--- src/rtl/amg_pkg.sv ---
package amg_pkg;

    typedef enum logic [1:0] {
        ST_IDLE = 2'd0,
        ST_ARM  = 2'd1,
        ST_RUN  = 2'd2
    } amg_state_e;

endpackage

--- src/rtl/amg_wrap_cnt.sv ---
module amg_wrap_cnt #(
    parameter int W = 6
) (
    input  logic         clk,
    input  logic         rst_n,
    input  logic         run,
    input  logic [W-1:0] limit,
    output logic [W-1:0] cnt,
    output logic         tick
);

    logic at_limit;

    assign at_limit = (cnt == limit);
    assign tick     = run && at_limit;

    always_ff @(posedge clk or negedge rst_n) begin
        if (!rst_n) begin
            cnt <= '0;
        end else if (!run) begin
            cnt <= '0;
        end else if (at_limit) begin
            cnt <= '0;
        end else begin
            cnt <= cnt + W'(1);
        end
    end

    // a held counter restarts from zero
    p_clear_when_stopped_r9: assert property (@(posedge clk) disable iff (!rst_n)
        !run |=> (cnt == '0));

endmodule

--- src/rtl/amg_ctrl.sv ---
module amg_ctrl
    import amg_pkg::*;
#(
    parameter int MODE_W     = 32,
    parameter int DIV_W      = 6,
    parameter int FS_W       = 6,
    parameter int MASTER_BIT = 0,
    parameter int DIV_LSB    = 16,
    parameter int FS_LSB     = 24,
    parameter int MCKGEN_BIT = 30
) (
    input  logic              clk,
    input  logic              rst_n,
    input  logic              cmd_on,
    input  logic              cmd_off,
    input  logic [MODE_W-1:0] mode_word,
    output amg_state_e        state_q,
    output logic [DIV_W-1:0]  div_q,
    output logic [FS_W-1:0]   fs_q,
    output logic              master_q,
    output logic              mck_gen_q
);

    amg_state_e state_d;
    logic       capture;

    always_comb begin
        state_d = state_q;
        unique case (state_q)
            ST_IDLE: if (cmd_on && !cmd_off) state_d = ST_ARM;
            ST_ARM:  state_d = cmd_off ? ST_IDLE : ST_RUN;
            ST_RUN:  if (cmd_off) state_d = ST_IDLE;
            default: state_d = ST_IDLE;
        endcase
    end

    always_ff @(posedge clk or negedge rst_n) begin
        if (!rst_n) begin
            state_q <= ST_IDLE;
        end else begin
            state_q <= state_d;
        end
    end

    assign capture = (state_q == ST_IDLE) && cmd_on && !cmd_off;

    always_ff @(posedge clk or negedge rst_n) begin
        if (!rst_n) begin
            div_q     <= '0;
            fs_q      <= '0;
            master_q  <= 1'b0;
            mck_gen_q <= 1'b0;
        end else if (capture) begin
            div_q     <= mode_word[DIV_LSB +: DIV_W];
            fs_q      <= mode_word[FS_LSB +: FS_W];
            master_q  <= mode_word[MASTER_BIT];
            mck_gen_q <= mode_word[MCKGEN_BIT];
        end
    end

    // the arming state lasts a single cycle
    p_arm_single_r3: assert property (@(posedge clk) disable iff (!rst_n)
        (state_q == ST_ARM) |=> (state_q != ST_ARM));

    // stop command always lands in idle
    p_off_to_idle_r9: assert property (@(posedge clk) disable iff (!rst_n)
        cmd_off |=> (state_q == ST_IDLE));

    // configuration is frozen while running
    p_cfg_hold_r10: assert property (@(posedge clk) disable iff (!rst_n)
        (state_q == ST_RUN) |=> ((state_q != ST_RUN) ||
            ($stable(div_q) && $stable(fs_q) && $stable(master_q) && $stable(mck_gen_q))));

endmodule

--- src/rtl/audio_mclk_gen.sv ---
module audio_mclk_gen
    import amg_pkg::*;
#(
    parameter int MODE_W         = 32,
    parameter int DIV_W          = 6,
    parameter int FS_W           = 6,
    parameter int MASTER_BIT     = 0,
    parameter int DIV_LSB        = 16,
    parameter int FS_LSB         = 24,
    parameter int MCKGEN_BIT     = 30,
    parameter int SLOT_UNIT      = 32,
    parameter int BITS_PER_FRAME = 64
) (
    input  logic              clk,
    input  logic              rst_n,
    input  logic              clk_on,
    input  logic              clk_off,
    input  logic [MODE_W-1:0] mode_word,
    output logic              active,
    output logic              mck_en,
    output logic              fs_en,
    output logic              bclk_en,
    output logic              ws,
    output logic              bclk_direct
);

    localparam int UNIT_LOG = $clog2(SLOT_UNIT);
    localparam int BPF_LOG  = $clog2(BITS_PER_FRAME);
    localparam int FRAME_W  = FS_W + UNIT_LOG;

    amg_state_e         state_q;
    logic [DIV_W-1:0]   div_q;
    logic [FS_W-1:0]    fs_q;
    logic               master_q;
    logic               mck_gen_q;
    logic               run;

    logic [FRAME_W:0]   frame_len;
    logic [FRAME_W-1:0] frame_last;
    logic [FRAME_W-1:0] half_last;
    logic [FRAME_W-1:0] bit_last;

    logic [DIV_W-1:0]   mck_cnt;
    logic [FRAME_W-1:0] frm_cnt;
    logic [FRAME_W-1:0] bit_cnt;
    logic               mck_tick;
    logic               frm_tick;
    logic               bit_tick;
    logic               ws_q;

    amg_ctrl #(
        .MODE_W     (MODE_W),
        .DIV_W      (DIV_W),
        .FS_W       (FS_W),
        .MASTER_BIT (MASTER_BIT),
        .DIV_LSB    (DIV_LSB),
        .FS_LSB     (FS_LSB),
        .MCKGEN_BIT (MCKGEN_BIT)
    ) u_ctrl (
        .clk       (clk),
        .rst_n     (rst_n),
        .cmd_on    (clk_on),
        .cmd_off   (clk_off),
        .mode_word (mode_word),
        .state_q   (state_q),
        .div_q     (div_q),
        .fs_q      (fs_q),
        .master_q  (master_q),
        .mck_gen_q (mck_gen_q)
    );

    assign run = (state_q == ST_RUN);

    always_comb begin
        frame_len  = ((FRAME_W+1)'(fs_q) + (FRAME_W+1)'(1)) << UNIT_LOG;
        frame_last = FRAME_W'(frame_len - (FRAME_W+1)'(1));
        half_last  = frame_last >> 1;
        bit_last   = FRAME_W'((frame_len >> BPF_LOG) - (FRAME_W+1)'(1));
    end

    amg_wrap_cnt #(.W(DIV_W)) u_mck_cnt (
        .clk   (clk),
        .rst_n (rst_n),
        .run   (run),
        .limit (div_q),
        .cnt   (mck_cnt),
        .tick  (mck_tick)
    );

    amg_wrap_cnt #(.W(FRAME_W)) u_frm_cnt (
        .clk   (clk),
        .rst_n (rst_n),
        .run   (run),
        .limit (frame_last),
        .cnt   (frm_cnt),
        .tick  (frm_tick)
    );

    amg_wrap_cnt #(.W(FRAME_W)) u_bit_cnt (
        .clk   (clk),
        .rst_n (rst_n),
        .run   (run),
        .limit (bit_last),
        .cnt   (bit_cnt),
        .tick  (bit_tick)
    );

    always_ff @(posedge clk or negedge rst_n) begin
        if (!rst_n) begin
            ws_q <= 1'b0;
        end else if (!run) begin
            ws_q <= 1'b0;
        end else if ((frm_cnt == half_last) || (frm_cnt == frame_last)) begin
            ws_q <= ~ws_q;
        end
    end

    always_comb begin
        active      = run;
        mck_en      = mck_tick && mck_gen_q;
        fs_en       = frm_tick && master_q;
        bclk_en     = bit_tick && master_q;
        ws          = ws_q && master_q && run;
        bclk_direct = run && !mck_gen_q;
    end

    // nothing leaves the block outside the running state
    p_quiet_idle_r2: assert property (@(posedge clk) disable iff (!rst_n)
        !active |-> (!mck_en && !fs_en && !bclk_en && !ws && !bclk_direct));

    // master runs need an odd FS so a frame holds whole bit periods
    p_even_frame_r6: assert property (@(posedge clk) disable iff (!rst_n)
        (run && master_q) |-> fs_q[0]);

    // a frame end coincides with a bit-clock end
    p_frame_on_bit_r6: assert property (@(posedge clk) disable iff (!rst_n)
        fs_en |-> bclk_en);

    // each frame starts in the first slot
    p_ws_restart_r7: assert property (@(posedge clk) disable iff (!rst_n)
        fs_en |=> !ws);

    // with DIV above zero master-clock pulses are never back to back
    p_mck_gap_r4: assert property (@(posedge clk) disable iff (!rst_n)
        (mck_en && (div_q != '0)) |=> !mck_en);

endmodule

--- config.mk ---
export PLATFORM = sky130hd
export DESIGN_NAME = audio_mclk_gen
export DESIGN_NICKNAME = d
export VERILOG_FILES = /design/src/rtl/amg_pkg.sv /design/src/rtl/amg_wrap_cnt.sv /design/src/rtl/amg_ctrl.sv /design/src/rtl/audio_mclk_gen.sv
export SDC_FILE = /design/constraint.sdc
export NUM_CORES = 1
export LEC_CHECK = 0
export ABC_AREA = 0
export BUFFER_PORTS_ARGS = -buffer_cell sky130_fd_sc_hd__buf_2
export CAP_MARGIN = 20
export CELL_PAD_IN_SITES_DETAIL_PLACEMENT = 0
export CELL_PAD_IN_SITES_GLOBAL_PLACEMENT = 1
export CORE_MARGIN = 5
export CORE_UTILIZATION = 50
export CTS_BUF_LIST = sky130_fd_sc_hd__clkbuf_4 sky130_fd_sc_hd__clkbuf_8
export DETAILED_ROUTE_END_ITERATION = 12
export MAX_ROUTING_LAYER = met4
export PLACE_DENSITY = 0.95
export SLEW_MARGIN = 20
export SYNTH_ARGS = -nofsm -noshare
export SYNTH_HDL_FRONTEND = slang
export SYNTH_SLANG_ARGS = --single-unit
--- constraint.sdc ---
create_clock -name clk -period 5.5 [get_ports clk]
set_input_delay 0.275 -clock clk [delete_from_list [all_inputs] [get_ports clk]]
set_output_delay 0.275 -clock clk [all_outputs]
set_load 0.05 [all_outputs]
==> run_results.csv, run 1 <==
group,metric,value,unit
run_status,status,"complete, but fails checks",
run_status,violations,"hold timing",
sta,setup_viol_count_final,0,
sta,rsz0062_at_grt,"no",
cts,cts_max_level,2,
synth,mappedNetlistNets,294,
cts,hold_buffers,0,
final_layout,final.fill_count,472,
routing,remaining_drc_errors,0,
placed_design,dp_hpwl,3600,um
grt,gr-usage-all-layers,15.9,%
placed_design,dpl-instance-area,2880,um^2
sta,max_freq,265,MHz
grt,grt_util_met3,2.85,%
setup_path,worst_path_dominant_cell_family,"simple AND/OR/NAND/NOR gates",
final_layout,nets,312,
synth,synth_edf_count,0,
placed_design,dpl.cell_count,335,
routing,wl_per_cell,14.4,um
synth,synth_top_cells_by_area,"dfrtp_1, xnor2_1, xor2_1, mux2_2, a211oi_2",
setup_path,critPathMaxFanout,9,
run,maxCapViolCount,0,
sta,final.setup.tns,0,ps
final_layout,antenna_cells,0,
routing,via_per_inst,5.31,
die,die_w,84.4,um
setup_path,rrSetupSlack,2300,ps
die,die-area,7110,um^2
synth,synth_top_area_cell,"dfrtp_1",
routing,wl,4950,um
setup_path,worst-path-buf-inv,2,
die,fp.coreArea,5440,um^2
sta,max_slew_margin,31.5,%
sta,hold_viol,45,
cts,clk_latency,300,ps
die,initial_core_util,50.8,%
synth,ys_seq_elements,45,
sta,finalCritPeriodShare,68.7,%
cts,clk_pin_slew,90,ps
worst_hold_path,hp-class,"in2async",
sta,hold-worst-slack,-46.2,ps
grt,grt.overflow.total,0,
grt,antenna_found_initial,0,
setup_path,path_cells,"ha_1, inv_1, ha_1, and4_1, a32oi_2, nor3b_1, or3_1, a211oi_2, and4_1, buf_2",
grt,grt_max_degree,46,
final_layout,final_cells,343,
cts,clock-sinks,45,
grt,busiest_layer,"met2",
synth,synth_flop_cell,"dfrtp_1",
setup_path,cp_slowest_cell,"ha_1",
grt,gr-usage-met1,21.5,%
routing,first_pass_iters,4,
synth,synthCells,252,
cts,cts_buffer_depth,2,
die,io_pins,42,
pwr,power.leakage,0.00123,uW
placed_design,place.gp.congestion,0.825,
synth,synth_top_area_share,40.7,%
setup_path,max_stage_delay,550,ps
synth,syn_area,2760,um^2
final_layout,area_growth,7.97,%
synth,ys_warn_count,0,
setup_path,crit_path_start_kind,"register",
cts,post-cts-setup-buffers,0,
sta,fin_crit,3780,ps
sta,fin_worst_skew,7.50,ps
grt,grt_pass1_vias,1879,
cts,cts.repair.resized,0,
routing,num_vias,1822,
cts,cts_tree,"yes",
synth,yosysUniqueCellTypes,48,
final_layout,postLayoutCellArea,2980,um^2
routing,drtIter0Drc,104,
setup_path,worstPathRequired,5220,ps
synth,synth.yosys.seq_area_share,40.7,%
placed_design,io_buffers,23,
cts,cts_made_buffers,5,
sta,worst_slew_pin_slew,1020,ps
grt,grt_pass1_wl,9040,um
pwr,vdd.ir_drop.worst,0.180,mV
final_layout,drive_gt1_share,24.4,%
die,num_rows,27,
synth,async_flop_share,100,%
setup_path,arrival,3500,ps
setup_path,crit_path_end_kind,"primary output",
grt,grt_use_met2,24.6,%
die,die_h,84.4,um
pwr,powerDensity,303,nW/um^2
synth,avgSynthCellArea,11.0,um^2
cts,cts_root_buf,"clkbuf_8",
routing,ant_nets,0,
sta,drv_slew,0,
setup_path,crit_type,"reg2out",
[cells by family after synthesis]
logic type               share of synthesized area (%)
AND/OR/NAND/NOR                                   17.2
flip-flops                                        40.7
buffers and inverters                             4.75
XOR/XNOR                                          19.3
AO/OA/AOI/OAI                                     9.96
multiplexers                                      5.30
adder cells (fa/ha/maj)                           2.72
[worst register-to-register path, stage by stage, from the launching register on]
cell      delay, ps
dfrtp_1         510
ha_1            550
inv_1           110
ha_1            270
and4_1          230
a32oi_2         270
nor3b_1          90
or3_1           360
a211oi_2        270
buf_4           270
a211oi_2        100
[sequential cells by signal, indices dropped and copies added, names as in the netlist]
register	flops
u_bit_cnt.cnt	11
u_ctrl.div_q	6
u_ctrl.fs_q	6
u_ctrl.master_q	1
u_ctrl.mck_gen_q	1
u_ctrl.state_q	2
u_frm_cnt.cnt	11
u_mck_cnt.cnt	6
ws_q	1
[path summary, 6_finish.rpt]
check / start / to / cells after the start
max in group asynchronous: rst_n / u_ctrl.fs_q[3] / 1
hold / removal: rst_n / u_ctrl.fs_q[0] / 1
setup / recovery: u_ctrl.fs_q[0] / bclk_en / 10
setup reg to reg: u_ctrl.fs_q[0] / u_bit_cnt.cnt[2] / 10
min in group clk: clk_off / u_ctrl.state_q[1] / 2
hold reg to reg: u_frm_cnt.cnt[0] / u_frm_cnt.cnt[0] / 1
[cells in the final DEF, fill, tap and decap left out, types with 2 or more instances in the layout]
cell | Yosys | final
and3_1 | 5 | 5
ha_1 | 6 | 6
and4_1 | 2 | 2
nand3_1 | 13 | 13
dfrtp_1 | 45 | 45
o21a_1 | 2 | 2
nor2_1 | 25 | 25
inv_1 | 6 | 6
nor3b_1 | 2 | 2
o21ai_0 | 2 | 2
xnor2_1 | 26 | 26
xor2_1 | 21 | 21
or4_1 | 2 | 2
nand2_1 | 15 | 15
xnor3_1 | 4 | 4
mux2_2 | 13 | 13
a211oi_2 | 10 | 10
or3_1 | 3 | 3
nor3_1 | 4 | 4
buf_4 | 2 | 2
a21oi_1 | 5 | 5
nand2b_1 | 4 | 4
buf_2 | 1 | 22
nor4_2 | 2 | 2
nand4_1 | 4 | 4
clkbuf_8 | 1 | 7
[synth_stat cells, types with 2 or more instances]
cell	number
o21ai_0	2
nand3_1	13
nor4_2	2
xnor3_1	4
nor3b_1	2
nand2b_1	4
nand2_1	15
clkbuf_1	3
xnor2_1	26
or4_1	2
a21oi_1	5
dfrtp_1	45
o21a_1	2
and4_1	2
a211oi_2	10
buf_6	4
buf_4	2
inv_1	6
xor2_1	21
mux2_2	13
and3_1	5
nor3_1	4
ha_1	6
nand4_1	4
nor2_1	25
or3_1	3
[per-layer routing]
metal | wire length [um] | up-vias | share of wire, %
li1 | - | 907 | -
met1 | 2330 | 883 | 47
met2 | 2400 | 26 | 48
met3 | 157 | 6 | 3.2
met4 | 65 | 0 | 1.3
met5 | 0 | - | 0
[layout make-up]
type	count	area, um^2	share of cell area [%]
Clock buffer	7	96.3	3.23
Inverter	6	22.5	0.755
Timing Repair Buffer	24	125	4.19
Multi-Input combinational cell	188	1520	50.8
Sequential cell	45	1130	37.7
Tap cell	72	90.1	3.02
Clock inverter	1	8.76	0.294
[through the flow]
step,total power (uW),utilization [%],worst slack (ps)
2_1_floorplan,646,-,2380
3_3_place_gp,670,52.9,2070
3_5_place_dp,676,52.9,2010
4_1_cts,914,54.8,1660
5_1_grt,958,54.9,1510
6_report,904,54.9,1720
[where the power goes]
part,leakage (uW),switching [uW],internal [uW]
Clock,0.0000549,117,116
Sequential,0.000596,39.4,356
Combinational,0.000581,146,129
(Power assumes the default switching activity.)
==> inputs of run 2 (changes only) <==
--- a/config.mk
+++ b/config.mk
@@ -11,11 +11,11 @@
 export CELL_PAD_IN_SITES_DETAIL_PLACEMENT = 0
 export CELL_PAD_IN_SITES_GLOBAL_PLACEMENT = 1
 export CORE_MARGIN = 5
-export CORE_UTILIZATION = 50
+export CORE_UTILIZATION = 47
 export CTS_BUF_LIST = sky130_fd_sc_hd__clkbuf_4 sky130_fd_sc_hd__clkbuf_8
 export DETAILED_ROUTE_END_ITERATION = 12
 export MAX_ROUTING_LAYER = met4
-export PLACE_DENSITY = 0.95
+export PLACE_DENSITY = 0.92
 export SLEW_MARGIN = 20
 export SYNTH_ARGS = -nofsm -noshare
 export SYNTH_HDL_FRONTEND = slang
==> constraint.sdc (replaced) <==
create_clock -name clk -period 3.5 [get_ports clk]
set_input_delay 0.175 -clock clk [delete_from_list [all_inputs] [get_ports clk]]
set_output_delay 0.175 -clock clk [all_outputs]
set_load 0.05 [all_outputs]
==> run_results.csv, run 2 (same netlist as run 1, synthesis figures left out) <==
group,metric,value,unit
setup_path,worstReg2RegStart,"u_ctrl.fs_q[0]",
die,initial_core_util,47.5,%
routing,num_vias,1857,
routing,remaining_drc_errors,0,
routing,first_pass_iters,4,
grt,antenna_found_initial,0,
cts,clock-sinks,45,
setup_path,critPathMaxFanout,5,
run_status,status,"finished, final reports clean",
pwr,power.leakage,0.00125,uW
cts,clk_pin_slew,90,ps
setup_path,crit_path_end_kind,"primary output",
die,die-area,7510,um^2
sta,max_slew_margin,33.4,%
cts,cts_max_level,2,
sta,setup_viol_count_final,0,
routing,ant_nets,0,
grt,grt_pass1_vias,1957,
setup_path,rrSetupSlack,570,ps
routing,via_per_inst,5.29,
sta,worst_slew_pin_slew,995,ps
final_layout,mostFrequentLayoutCell,"dfrtp_1",
setup_path,crit_start,"u_ctrl.fs_q[0]",
cts,clk_latency,300,ps
setup_path,arrival,3150,ps
placed_design,io_buffers,23,
placed_design,dp_hpwl,3710,um
routing,drtIter0Drc,99,
sta,max_freq,301,MHz
setup_path,crit_path_start_kind,"register",
pwr,powerDensity,471,nW/um^2
die,num_rows,28,
final_layout,antenna_cells,0,
cts,cts_made_buffers,5,
sta,finalCritPeriodShare,95.0,%
placed_design,place.gp.congestion,0.765,
die,die_h,86.7,um
die,die_w,86.7,um
grt,gr-usage-all-layers,15.4,%
final_layout,fin_util,52.2,%
grt,grt.overflow.total,0,
cts,cts_tree,"yes",
sta,drv_slew,0,
cts,cts_buffer_depth,2,
sta,fin_worst_skew,5.04,ps
final_layout,area_growth,9.78,%
setup_path,reg2reg_depth,10,
die,fp.coreArea,5820,um^2
pwr,vdd.ir_drop.worst,0.399,mV
sta,hold_viol,0,
sta,fin_crit,3320,ps
grt,grt_pass1_wl,8980,um
setup_path,worstPathRequired,3320,ps
sta,final.setup.tns,0,ps
cts,cts_root_buf,"clkbuf_8",
die,io_pins,42,
final_layout,drive_gt1_share,25.7,%
sta,rsz0062_at_grt,"no",
setup_path,timing.critical_path.to,"bclk_en",
routing,wl,5120,um
grt,grt_max_degree,46,
setup_path,r2r_end,"u_frm_cnt.cnt[3]",
final_layout,final_cell_mix,"dfrtp_1, xnor2_1, nor2_1",
run,maxCapViolCount,0,
final_layout,nets,317,
setup_path,crit_type,"reg2out",
final_layout,reg.largest.list,"u_bit_cnt.cnt (11), u_frm_cnt.cnt (11)",
worst_hold_path,hp-class,"in2reg",
routing,wl_per_cell,14.6,um
## run 2: changes by cell type in the layout (fill, tap and decap cells not counted), sizes merged
cell         change
dlygate4sd3      +1
inv              -1
clkinv           +2
buf              +3
## run 2: repair_timing
| item | in CTS | in global routing |
|---|---|---|
| setup endpoints to repair | 0 | 2 |
| hold endpoints to repair | 0 | 45 |
| buffers inserted | 0 | 0 |
| hold buffers | 0 | 1 |
| resized for setup | 0 | 3 |
## run 2: worst max-delay path, stage by stage, from the launching register on
cell	delay, ps
dfrtp_1	420
ha_1	250
xnor2_1	170
ha_1	260
and4_1	220
a32oi_2	300
nor3b_1	110
or3_1	370
a211oi_2	280
and4_1	240
clkbuf_4	230
## run 2: per-stage QoR
stage               cell area [um^2]  worst slack, ps  std cells  hold WS (ps)  power, uW
floorplan                       2760              483        252          -121       1010
finish                          3030              176        351          79.9       1430
global placement                2910              540        342           380       1070
detailed placement              2910              460        342           395       1090
global route                    3030             17.1        351          75.6       1520
CTS                             3010              125        350          73.3       1430
## run 2: how the worst min path moves through the flow
stage                     startpoint                 to  cells after the start
after floorplan                rst_n   u_bit_cnt.cnt[0]                      0
after global placement       clk_off  u_ctrl.state_q[1]                      2
after detailed placement       rst_n   u_ctrl.mck_gen_q                      1
after CTS                      rst_n   u_ctrl.mck_gen_q                      1
after global routing         clk_off  u_ctrl.state_q[1]                      2
final                        clk_off  u_ctrl.state_q[1]                      2
## run 2: area by class of cell
| type | count | area [um^2] |
|---|---|---|
| multi-input cells | 188 | 1530 |
| clock inverters | 2 | 13.8 |
| repair buffers | 29 | 168 |
| fillers | 543 | 2780 |
| flip-flops and latches | 45 | 1130 |
| clock buffers | 6 | 82.6 |
| well taps | 75 | 93.8 |
| inverters | 6 | 22.5 |
## run 2: routing by layer
layer / wire length (um) / vias up / share of wire [%] / global-route usage [%]
li1: - / 914 / - / -
met1: 2340 / 907 / 46 / 19.4
met2: 2570 / 32 / 50 / 25.0
met3: 158 / 4 / 3.1 / 3.04
met4: 47 / 0 / 0.92 / 4.53
met5: 0 / - / 0 / -
## run 2: power by group
part	switching, uW	internal [uW]
clock	182	160
combinational	252	222
sequential	54.3	559
